`src/rtl/swdbg_pkg.sv`:
```
package swdbg_pkg;

    localparam int WORD_W    = 32;
    localparam int NUM_WORDS = 5;
    localparam int STATUS_W  = WORD_W * NUM_WORDS;
    localparam int FEN_W     = 15;
    localparam int ADDR_W    = 4;

    // Register address plan
    localparam int A_CAP0 = 0;
    localparam int A_FRC0 = A_CAP0 + NUM_WORDS;
    localparam int A_FEN  = A_FRC0 + NUM_WORDS;
    localparam int A_GEN  = A_FEN + 1;

    // Error flag location inside the status word
    localparam int ERR_WORD = 2;
    localparam int ERR_POS  = 24;
    localparam int ERR_BIT  = ERR_WORD * WORD_W + ERR_POS;

    // Field enable bit numbers
    localparam int FE_WIDE   = 0;
    localparam int FE_DOFF   = 1;
    localparam int FE_PMAC   = 2;
    localparam int FE_TCLS   = 3;
    localparam int FE_SPOOL  = 4;
    localparam int FE_BPTR   = 5;
    localparam int FE_PRE2   = 6;
    localparam int FE_TSTAMP = 7;
    localparam int FE_PORT   = 8;
    localparam int FE_POLICY = 9;
    localparam int FE_PLEN   = 10;
    localparam int FE_ROUND2 = 11;
    localparam int FE_HDRM   = 12;
    localparam int FE_ERR    = 13;
    localparam int FE_DISC   = 14;

    typedef logic [WORD_W-1:0]           word_t;
    typedef word_t [NUM_WORDS-1:0]       status_t;
    typedef logic [FEN_W-1:0]            fen_t;

    typedef struct packed {
        logic              we;
        logic [ADDR_W-1:0] addr;
        word_t             wdata;
    } reg_req_t;

    // Bits of word w that are overridden for a given set of field enables
    function automatic word_t word_mask(input int unsigned w, input fen_t en);
        word_t m;
        case (w)
            0: m = {6'b0, {8{en[FE_PORT]}}, en[FE_TSTAMP], {2{en[FE_PRE2]}},
                    {4{en[FE_SPOOL]}}, en[FE_TCLS], en[FE_PMAC], {9{en[FE_DOFF]}}};
            1: m = {3'b0, {29{en[FE_BPTR]}}};
            2: m = {6'b0, en[FE_DISC], en[FE_ERR], en[FE_HDRM], en[FE_ROUND2],
                    {14{en[FE_PLEN]}}, {8{en[FE_POLICY]}}};
            3: m = {32{en[FE_WIDE]}};
            4: m = {16'b0, {16{en[FE_WIDE]}}};
            default: m = '0;
        endcase
        return m;
    endfunction

    // Bits of word w that belong to any field
    function automatic word_t impl_mask(input int unsigned w);
        return word_mask(w, '1);
    endfunction

    // Status bits that belong to no field
    function automatic logic [STATUS_W-1:0] spare_bits();
        logic [STATUS_W-1:0] s;
        for (int w = 0; w < NUM_WORDS; w++) begin
            s[w*WORD_W +: WORD_W] = ~impl_mask(w);
        end
        return s;
    endfunction

endpackage

```
`src/rtl/swdbg_regs.sv`:
```
module swdbg_regs
    import swdbg_pkg::*;
(
    input  logic     clk,
    input  logic     rst,
    input  reg_req_t req,
    output status_t  frc,
    output fen_t     fen,
    output logic     gen,
    output logic     release_req
);

    word_t frc_q [NUM_WORDS];
    fen_t  fen_q;
    logic  gen_q;

    generate
        for (genvar w = 0; w < NUM_WORDS; w++) begin : g_frc
            localparam word_t KEEP = impl_mask(w);
            always_ff @(posedge clk) begin
                if (rst) begin
                    frc_q[w] <= '0;
                end else if (req.we && req.addr == ADDR_W'(A_FRC0 + w)) begin
                    frc_q[w] <= req.wdata & KEEP;
                end
            end
            assign frc[w] = frc_q[w];
        end
    endgenerate

    always_ff @(posedge clk) begin
        if (rst) begin
            fen_q <= '0;
            gen_q <= 1'b0;
        end else if (req.we) begin
            if (req.addr == ADDR_W'(A_FEN)) fen_q <= req.wdata[FEN_W-1:0];
            if (req.addr == ADDR_W'(A_GEN)) gen_q <= req.wdata[0];
        end
    end

    assign fen         = fen_q;
    assign gen         = gen_q;
    assign release_req = req.we && req.addr == ADDR_W'(A_CAP0) && req.wdata[0];

endmodule

```
`src/rtl/swdbg_force.sv`:
```
module swdbg_force
    import swdbg_pkg::*;
(
    input  status_t raw,
    input  status_t frc,
    input  fen_t    fen,
    input  logic    gen,
    output status_t cooked
);

    generate
        for (genvar w = 0; w < NUM_WORDS; w++) begin : g_word
            word_t sel;
            assign sel       = gen ? word_mask(w, fen) : '0;
            assign cooked[w] = (raw[w] & ~sel) | (frc[w] & sel);
        end
    endgenerate

endmodule

```
`src/rtl/swdbg_capture.sv`:
```
module swdbg_capture
    import swdbg_pkg::*;
(
    input  logic    clk,
    input  logic    rst,
    input  logic    valid,
    input  status_t word,
    input  logic    release_req,
    output status_t snap,
    output logic    frozen
);

    status_t snap_q;
    logic    frozen_q;
    logic    take;

    assign take = valid && !frozen_q;

    always_ff @(posedge clk) begin
        if (rst) begin
            snap_q   <= '0;
            frozen_q <= 1'b0;
        end else begin
            if (take) snap_q <= word;
            if (frozen_q) begin
                if (release_req) frozen_q <= 1'b0;
            end else if (take && word[ERR_WORD][ERR_POS]) begin
                frozen_q <= 1'b1;
            end
        end
    end

    assign snap   = snap_q;
    assign frozen = frozen_q;

endmodule

```
`src/rtl/swdbg_top.sv`:
```
module swdbg_top
    import swdbg_pkg::*;
(
    input  logic                clk,
    input  logic                rst,
    input  logic                in_valid,
    input  logic [STATUS_W-1:0] in_word,
    output logic                out_valid,
    output logic [STATUS_W-1:0] out_word,
    input  logic                reg_we,
    input  logic [ADDR_W-1:0]   reg_addr,
    input  logic [WORD_W-1:0]   reg_wdata,
    output logic [WORD_W-1:0]   reg_rdata
);

    reg_req_t            req;
    status_t             frc;
    fen_t                fen;
    logic                glob_en;
    logic                rel;
    status_t             raw;
    status_t             cooked;
    status_t             cap_s;
    logic                cap_frozen;
    logic [STATUS_W-1:0] cap_flat;
    logic                ov_q;
    status_t             ow_q;

    assign req = '{we: reg_we, addr: reg_addr, wdata: reg_wdata};
    assign raw = in_word;

    swdbg_regs u_regs (
        .clk         (clk),
        .rst         (rst),
        .req         (req),
        .frc         (frc),
        .fen         (fen),
        .gen         (glob_en),
        .release_req (rel)
    );

    swdbg_force u_force (
        .raw    (raw),
        .frc    (frc),
        .fen    (fen),
        .gen    (glob_en),
        .cooked (cooked)
    );

    swdbg_capture u_cap (
        .clk         (clk),
        .rst         (rst),
        .valid       (in_valid),
        .word        (cooked),
        .release_req (rel),
        .snap        (cap_s),
        .frozen      (cap_frozen)
    );

    always_ff @(posedge clk) begin
        if (rst) begin
            ov_q <= 1'b0;
            ow_q <= '0;
        end else begin
            ov_q <= in_valid;
            ow_q <= cooked;
        end
    end

    assign out_valid = ov_q;
    assign out_word  = ow_q;
    assign cap_flat  = cap_s;

    always_comb begin
        reg_rdata = '0;
        for (int w = 0; w < NUM_WORDS; w++) begin
            if (reg_addr == ADDR_W'(A_CAP0 + w)) reg_rdata = cap_s[w];
            if (reg_addr == ADDR_W'(A_FRC0 + w)) reg_rdata = frc[w];
        end
        if (reg_addr == ADDR_W'(A_FEN)) reg_rdata = WORD_W'(fen);
        if (reg_addr == ADDR_W'(A_GEN)) reg_rdata = WORD_W'(glob_en);
    end

endmodule

```
`config.mk`:
```
export PLATFORM = sky130hd
export DESIGN_NAME = swdbg_top
export DESIGN_NICKNAME = d
export VERILOG_FILES = /design/src/rtl/swdbg_pkg.sv /design/src/rtl/swdbg_regs.sv /design/src/rtl/swdbg_force.sv /design/src/rtl/swdbg_capture.sv /design/src/rtl/swdbg_top.sv
export SDC_FILE = /design/constraint.sdc
export NUM_CORES = 1
export LEC_CHECK = 0
export BUFFER_PORTS_ARGS = -buffer_cell sky130_fd_sc_hd__buf_4
export CAP_MARGIN = 25
export CORE_MARGIN = 10
export CORE_UTILIZATION = 40
export DETAILED_ROUTE_END_ITERATION = 16
export GPL_TIMING_DRIVEN = 0
export SYNTH_ARGS = -nofsm -noshare
export SYNTH_HDL_FRONTEND = slang
export SYNTH_HIERARCHICAL = 1
export SYNTH_SLANG_ARGS = --single-unit
```
`constraint.sdc`:
```
create_clock -name clk -period 10.6 [get_ports clk]
set_input_delay 1.06 -clock clk [delete_from_list [all_inputs] [get_ports clk]]
set_output_delay 1.06 -clock clk [all_outputs]
set_load 0.02 [all_outputs]
```
After elaboration in Yosys (flattened, before gate mapping)
Memory sizes are Yosys's and may differ from the RTL's.
Cells that the tools add are included.
W data, S select, Z words.
{"block": "op_classes", "muxes": 42, "n_reduce_logical": 13, "n_bitwise": 25, "eq_ne": 11}
{"cell": "$mux W32", "count": 18}
{"cell": "$and A32 B32 Y32", "count": 10}
{"cell": "$not A32 Y32", "count": 5}
{"cell": "$or A32 B32 Y32", "count": 5}
{"cell": "$mux W26", "count": 2}
{"cell": "$mux W29", "count": 1}
{"cell": "$mux W1", "count": 20}
{"cell": "$eq A4 B3 Y1 const B", "count": 4}
{"cell": "$eq A4 B4 Y1 const B", "count": 4}
{"cell": "$mux W16", "count": 1}
{"cell": "$logic_and A1 B1 Y1", "count": 9}
{"cell": "$eq A4 B2 Y1 const B", "count": 2}
{"cell": "$or A1 B1 Y1", "count": 5}
{"cell": "$eq A4 B1 Y1 const B", "count": 1}
{"cell": "$logic_not A4 Y1", "count": 1}
{"cell": "$reduce_and A2 Y1", "count": 2}
{"cell": "$logic_not A1 Y1", "count": 1}
{"block": "word_totals", "regBits": 338, "mem_bits_rw": 160, "input_bits": 200, "out_inout_bits": 193, "n_memories": 1}
{"name": "u_regs.frc_q", "words": 5, "width": 32, "rd": 5, "rd_ports_with_merged_regs": 0, "wr": 5, "line_no": "swdbg_regs.sv:13", "text": "word_t frc_q [NUM_WORDS];"}

Longest topological paths before layout
{"block": "depth", "depth_word": 13, "mapped_depth": 8}

Modules after synthesis
The synthesis kept the hierarchy.
{"mod": "swdbg_top", "area_each_um2": 7942.6, "cells_per_inst": 934, "seq_area_each_um2": 3223.1, "n_inst": 1}
{"mod": "swdbg_capture", "area_each_um2": 7729.9, "cells_per_inst": 734, "seq_area_each_um2": 3223.1, "n_inst": 1}
{"mod": "swdbg_regs", "area_each_um2": 5798.1, "cells_per_inst": 387, "seq_area_each_um2": 4194.0, "n_inst": 1}
{"mod": "swdbg_force", "area_each_um2": 1840.5, "cells_per_inst": 186, "seq_area_each_um2": 0.0, "n_inst": 1}

Worst setup path before layout
Ideal clock, no wire load.
{"block": "synth_timing", "path_kind": "input-to-reg", "start": "input port reg_addr[2]", "end": "memory u_regs/frc_q[3][0] (netlist name) (enable)", "arrival_ns": 3.730, "slack_ns": 6.400, "path_stages": 2, "path_buffers": 0, "cell_sequence": "nand3b_4 > o31ai_1"}
{"element": "start: declaration", "line_no": "swdbg_top.sv:11", "text": "input logic [ADDR_W-1:0] reg_addr,"}
{"element": "end: declaration", "line_no": "swdbg_regs.sv:13"}

Worst setup path in the final report
{"block": "layout_timing", "start": "input port reg_addr[2]", "end": "output port reg_rdata[3]"}
{"block": "layout_between", "elab_chain_len": 13}
{"element": "$logic_not A4 Y1", "line_no": "swdbg_top.sv:77", "text": "if (reg_addr == ADDR_W'(A_CAP0 + w)) reg_rdata = cap_s[w];"}
{"element": "$mux W32", "line_no": "swdbg_top.sv:77"}
{"element": "$mux W32", "line_no": "swdbg_top.sv:78", "text": "if (reg_addr == ADDR_W'(A_FRC0 + w)) reg_rdata = frc[w];"}
{"element": "$mux W32", "line_no": "swdbg_top.sv:77"}
{"element": "$mux W32", "line_no": "swdbg_top.sv:78"}
{"element": "$mux W32", "line_no": "swdbg_top.sv:77"}
{"element": "$mux W32", "line_no": "swdbg_top.sv:78"}
{"element": "$mux W32", "line_no": "swdbg_top.sv:77"}
{"element": "$mux W32", "line_no": "swdbg_top.sv:78"}
{"element": "$mux W32", "line_no": "swdbg_top.sv:77"}
{"element": "$mux W32", "line_no": "swdbg_top.sv:78"}
{"element": "$mux W32", "line_no": "swdbg_top.sv:80", "text": "if (reg_addr == ADDR_W'(A_FEN)) reg_rdata = WORD_W'(fen);"}
{"element": "$mux W32 (*)", "line_no": "swdbg_top.sv:81", "text": "if (reg_addr == ADDR_W'(A_GEN)) reg_rdata = WORD_W'(glob_en);"}
{"element": "end: declaration", "line_no": "swdbg_top.sv:13", "text": "output logic [WORD_W-1:0] reg_rdata"}
Mark *: on every way between the ends. The rest lies on a longest branch, timed or not.

==> flow_summary_export.csv <==
group,metric,value,unit
outcome,status,"complete, no violations",
synth,synth_top_area_cell,"dfxtp_1",
power_and_ir_drop,p_comb_share,15.4,%
worst_setup_path,worstSetupPathType,"input port to output pin",
cells_and_area,fillers,5460,
timing,fin_skew,14.30,ps
drt,met3_wirelength,7043,µm
worst_setup_path,arrival,3360,ps
synth,avgSynthCellArea,10.40,µm²
drt,drtPass1Iterations,5,
synth,async_flop_share,0,%
worst_setup_path,critical_path.cell_chain,"buf_4 > buf_4 > nand2b_1 > clkbuf_1 > nor3_1 > a21oi_1 > a21oi_1 > buf_4",
global_routing,gr-total-overflow,0,
clock_tree,post_cts_buffers,0,
min_path,hold_path_end,"u_cap/snap[129]",
cells_and_area,nets,2894,
synth,syn_inst,2241,
timing,slew_violations,0,
floorplanning,start_util,40.40,%
synth,ys_seq_area_share,45.64,%
floorplanning,std_cell_rows,88,
drt,drt_wl_total,97900,µm
worst_setup_path,crit_fanout,10,
timing,layout_worst_path_cycle_share,41.71,%
place,dpl.hpwl,78130,µm
drt,via_count,19470,
power_and_ir_drop,p_switching,1.273,mW
power_and_ir_drop,seqPwrFrac,43.8,%
timing,period_needed,4421,ps
worst_setup_path,rrSetupSlack,8790,ps
global_routing,track_usage,27.64,%
timing,setup_viol,0,
drt,route.met2.wl,46880,µm
timing,clock.fmax,226.2,MHz
drt,routed.top_layer,"met5",
clock_tree,clkTransAtPathRegs,60,ps
timing,hold_viol,0,
global_routing,grt_pass1_vias,19420,
timing,relSlewSlack,30.64,%
power_and_ir_drop,netSwitchingFraction,27.63,%
cells_and_area,syn_to_final_growth,24.66,%
clock_tree,insertion_delay,610,ps
clock_tree,clockBufferDepth,3,
drt,viasPerCell,5.557,
global_routing,grt_max_degree,17,
timing,timing.hold.ws,469.0,ps
place,place_congestion,0.9638,
synth,synthesis.area,0.02331,mm²
power_and_ir_drop,leakagePower,11.28,nW
drt,postRouteAntennaNets,0,
global_routing,grt_pass1_wl,137300,µm
clock_tree,clock-root-buffer,"clkbuf_16",
power_and_ir_drop,p_clk_share,40.8,%
clock_tree,ctsHoldBuffers,0,
floorplanning,core,0.05770,mm²
worst_setup_path,crit_path_start_kind,"input port",
drt,drc,0,
drt,wl_met1,40580,µm
timing,rsz0062_at_grt,"false",
timing,final.setup.tns,0,ps
clock_tree,post_cts_resized,0,
floorplanning,die_w,261.4,µm
clock_tree,htreeDepth,2,
synth,yosys_register_bits,467,
run,maxCapViolations,0,
floorplanning,die-area,0.06833,mm²
drt,drt_iter0_drc,1822,
worst_setup_path,r2r-end,"u_cap/snap[125]",
synth,synth.area.top_cells,"dfxtp_1 (29%), edfxtp_1 (17%), mux2_2 (7.8%)",
synth,ys_types,65,
worst_setup_path,reg2regPathDepth,7,
worst_setup_path,r2r-start,"u_regs/gen",
global_routing,antenna_found_initial,9,
min_path,hp-class,"register to register",
power_and_ir_drop,internal-power,3.336,mW
synth,synth_flop_cell,"dfxtp_1",
drt,wire_per_inst,27.94,µm
floorplanning,fp.dieH,261.4,µm
min_path,hold_start,"u_cap/snap[129]",
worst_setup_path,slowest_delay,520,ps
clock_tree,cts_tree,"built",
power_and_ir_drop,vdd_drop_max,0.0001197,V
worst_setup_path,end_kind,"output pin",
power_and_ir_drop,powerDensity,158.6,mW/mm²
floorplanning,ios,393,
place,portBuffers,361,
worst_setup_path,crit_required,9540,ps
min_path,worstHoldPathCells,2,
synth,yosys.area.top_type_share,29.03,%
clock_tree,cts.sinks,467,
synth,ys_warn_count,6,
worst_setup_path,cpMostUsedCell,"buf_4",
worst_setup_path,slowest_stage,"nor3_1",
timing,tightest_slew,1040,ps
clock_tree,cts_buffers,53,
cells_and_area,drive_gt1_share,33.03,%
synth,synth_edf_count,129,
cell type report:
type | count | area (µm²) | area share, %
Antenna cell | 2 | 5.005 | 0.01722
Buffer | 261 | 1609 | 5.537
Clock buffer | 81 | 1607 | 5.529
Clock inverter | 17 | 162.7 | 0.5597
Inverter | 17 | 63.81 | 0.2196
Multi-Input combinational cell | 1526 | 11160 | 38.41
Sequential cell | 467 | 10640 | 36.62
Tap cell | 765 | 957.2 | 3.294
Timing Repair Buffer | 368 | 2853 | 9.817
state kept, by name (all words and copies together), names as in the netlist:
name	count
out_valid	1
out_word	160
u_cap/frozen	1
u_cap/snap	160
u_regs/fen	15
u_regs/frc_q	129
u_regs/gen	1
per-stage QoR:
stage	setup WS (ps)	instance area (µm²)	total power [mW]	std cells	utilization [%]
detailed placement	6237	27280	2.757	3404	47.29
finish	6179	29060	4.609	3504	50.37
CTS	6232	29050	4.624	3502	50.36
floorplan	6400	23420	2.415	2271	-
global placement	4787	27090	2.744	3397	46.96
global route	6176	29050	4.749	3502	50.36
routing by layer:
metal	global-route usage, %	up-vias
met5	0	-
met2	46.19	816
met4	9.119	16
met3	5.554	176
met1	35.22	9660
li1	-	8805
synthesized netlist by cell type, drive strengths merged (10+ instances only):
master / number
a21oi: 64
a221oi: 11
a22o: 10
a22oi: 19
a31oi: 12
and2: 129
buf: 158
clkbuf: 103
dfxtp: 338
edfxtp: 129
inv: 17
mux2: 164
mux2i: 37
nand2: 91
nand2b: 167
nand3: 31
nand4bb: 160
nor2: 79
nor2b: 168
o211ai: 12
o21ai: 235
o22ai: 41
critical path: cells and delay by family:
kind	cells	cell delay (ps)
buffers and inverters	4	870
AOI/OAI and AO/OA	2	670
and+or+nand+nor	2	740
kinds of logic after synthesis:
logic type	Yosys count	share of synthesized area [%]
DFF	467	45.64
buffers and inverters	278	7.176
muxes	201	9.511
and+or+nand+nor	856	25.00
other	1	0.01609
AOI/OAI and AO/OA	438	12.65
power by group through the flow:
stage / registers [mW] / logic [mW] / clock network [mW]
global route: 2.02 / 0.750 / 1.97
global placement: 2.06 / 0.687 / 0
CTS: 2.02 / 0.705 / 1.90
floorplan: 2.06 / 0.360 / 0
detailed placement: 2.06 / 0.702 / 0
finish: 2.02 / 0.712 / 1.88
how the worst max path moves through the flow:
stage,startpoint,to,slack (ps),depth (start not counted)
after floorplan,reg_addr[2],u_regs/frc_q[3][0],6400,2
after global placement,reg_addr[2],u_regs/frc_q[3][12],4790,3
after detailed placement,reg_addr[2],reg_rdata[24],6240,10
after CTS,reg_addr[2],reg_rdata[24],6230,10
after global routing,reg_addr[2],reg_rdata[24],6180,10
final,reg_addr[2],reg_rdata[3],6180,8
layout by cell type (no fill, tap or decap), types with 75 or more instances in the layout:
master | synthesis | final
buf_4 | 80 | 441
dfxtp_1 | 338 | 338
nor2b_1 | 166 | 166
nand2b_1 | 166 | 166
mux2_2 | 161 | 161
nand4bb_1 | 160 | 160
and2_1 | 129 | 129
edfxtp_1 | 129 | 129
clkbuf_1 | 100 | 115
o21ai_0 | 117 | 113
o21ai_2 | 100 | 101
nand2_1 | 87 | 87
nor2_1 | 75 | 75
Note: power is estimated with default switching activity, not from simulation.
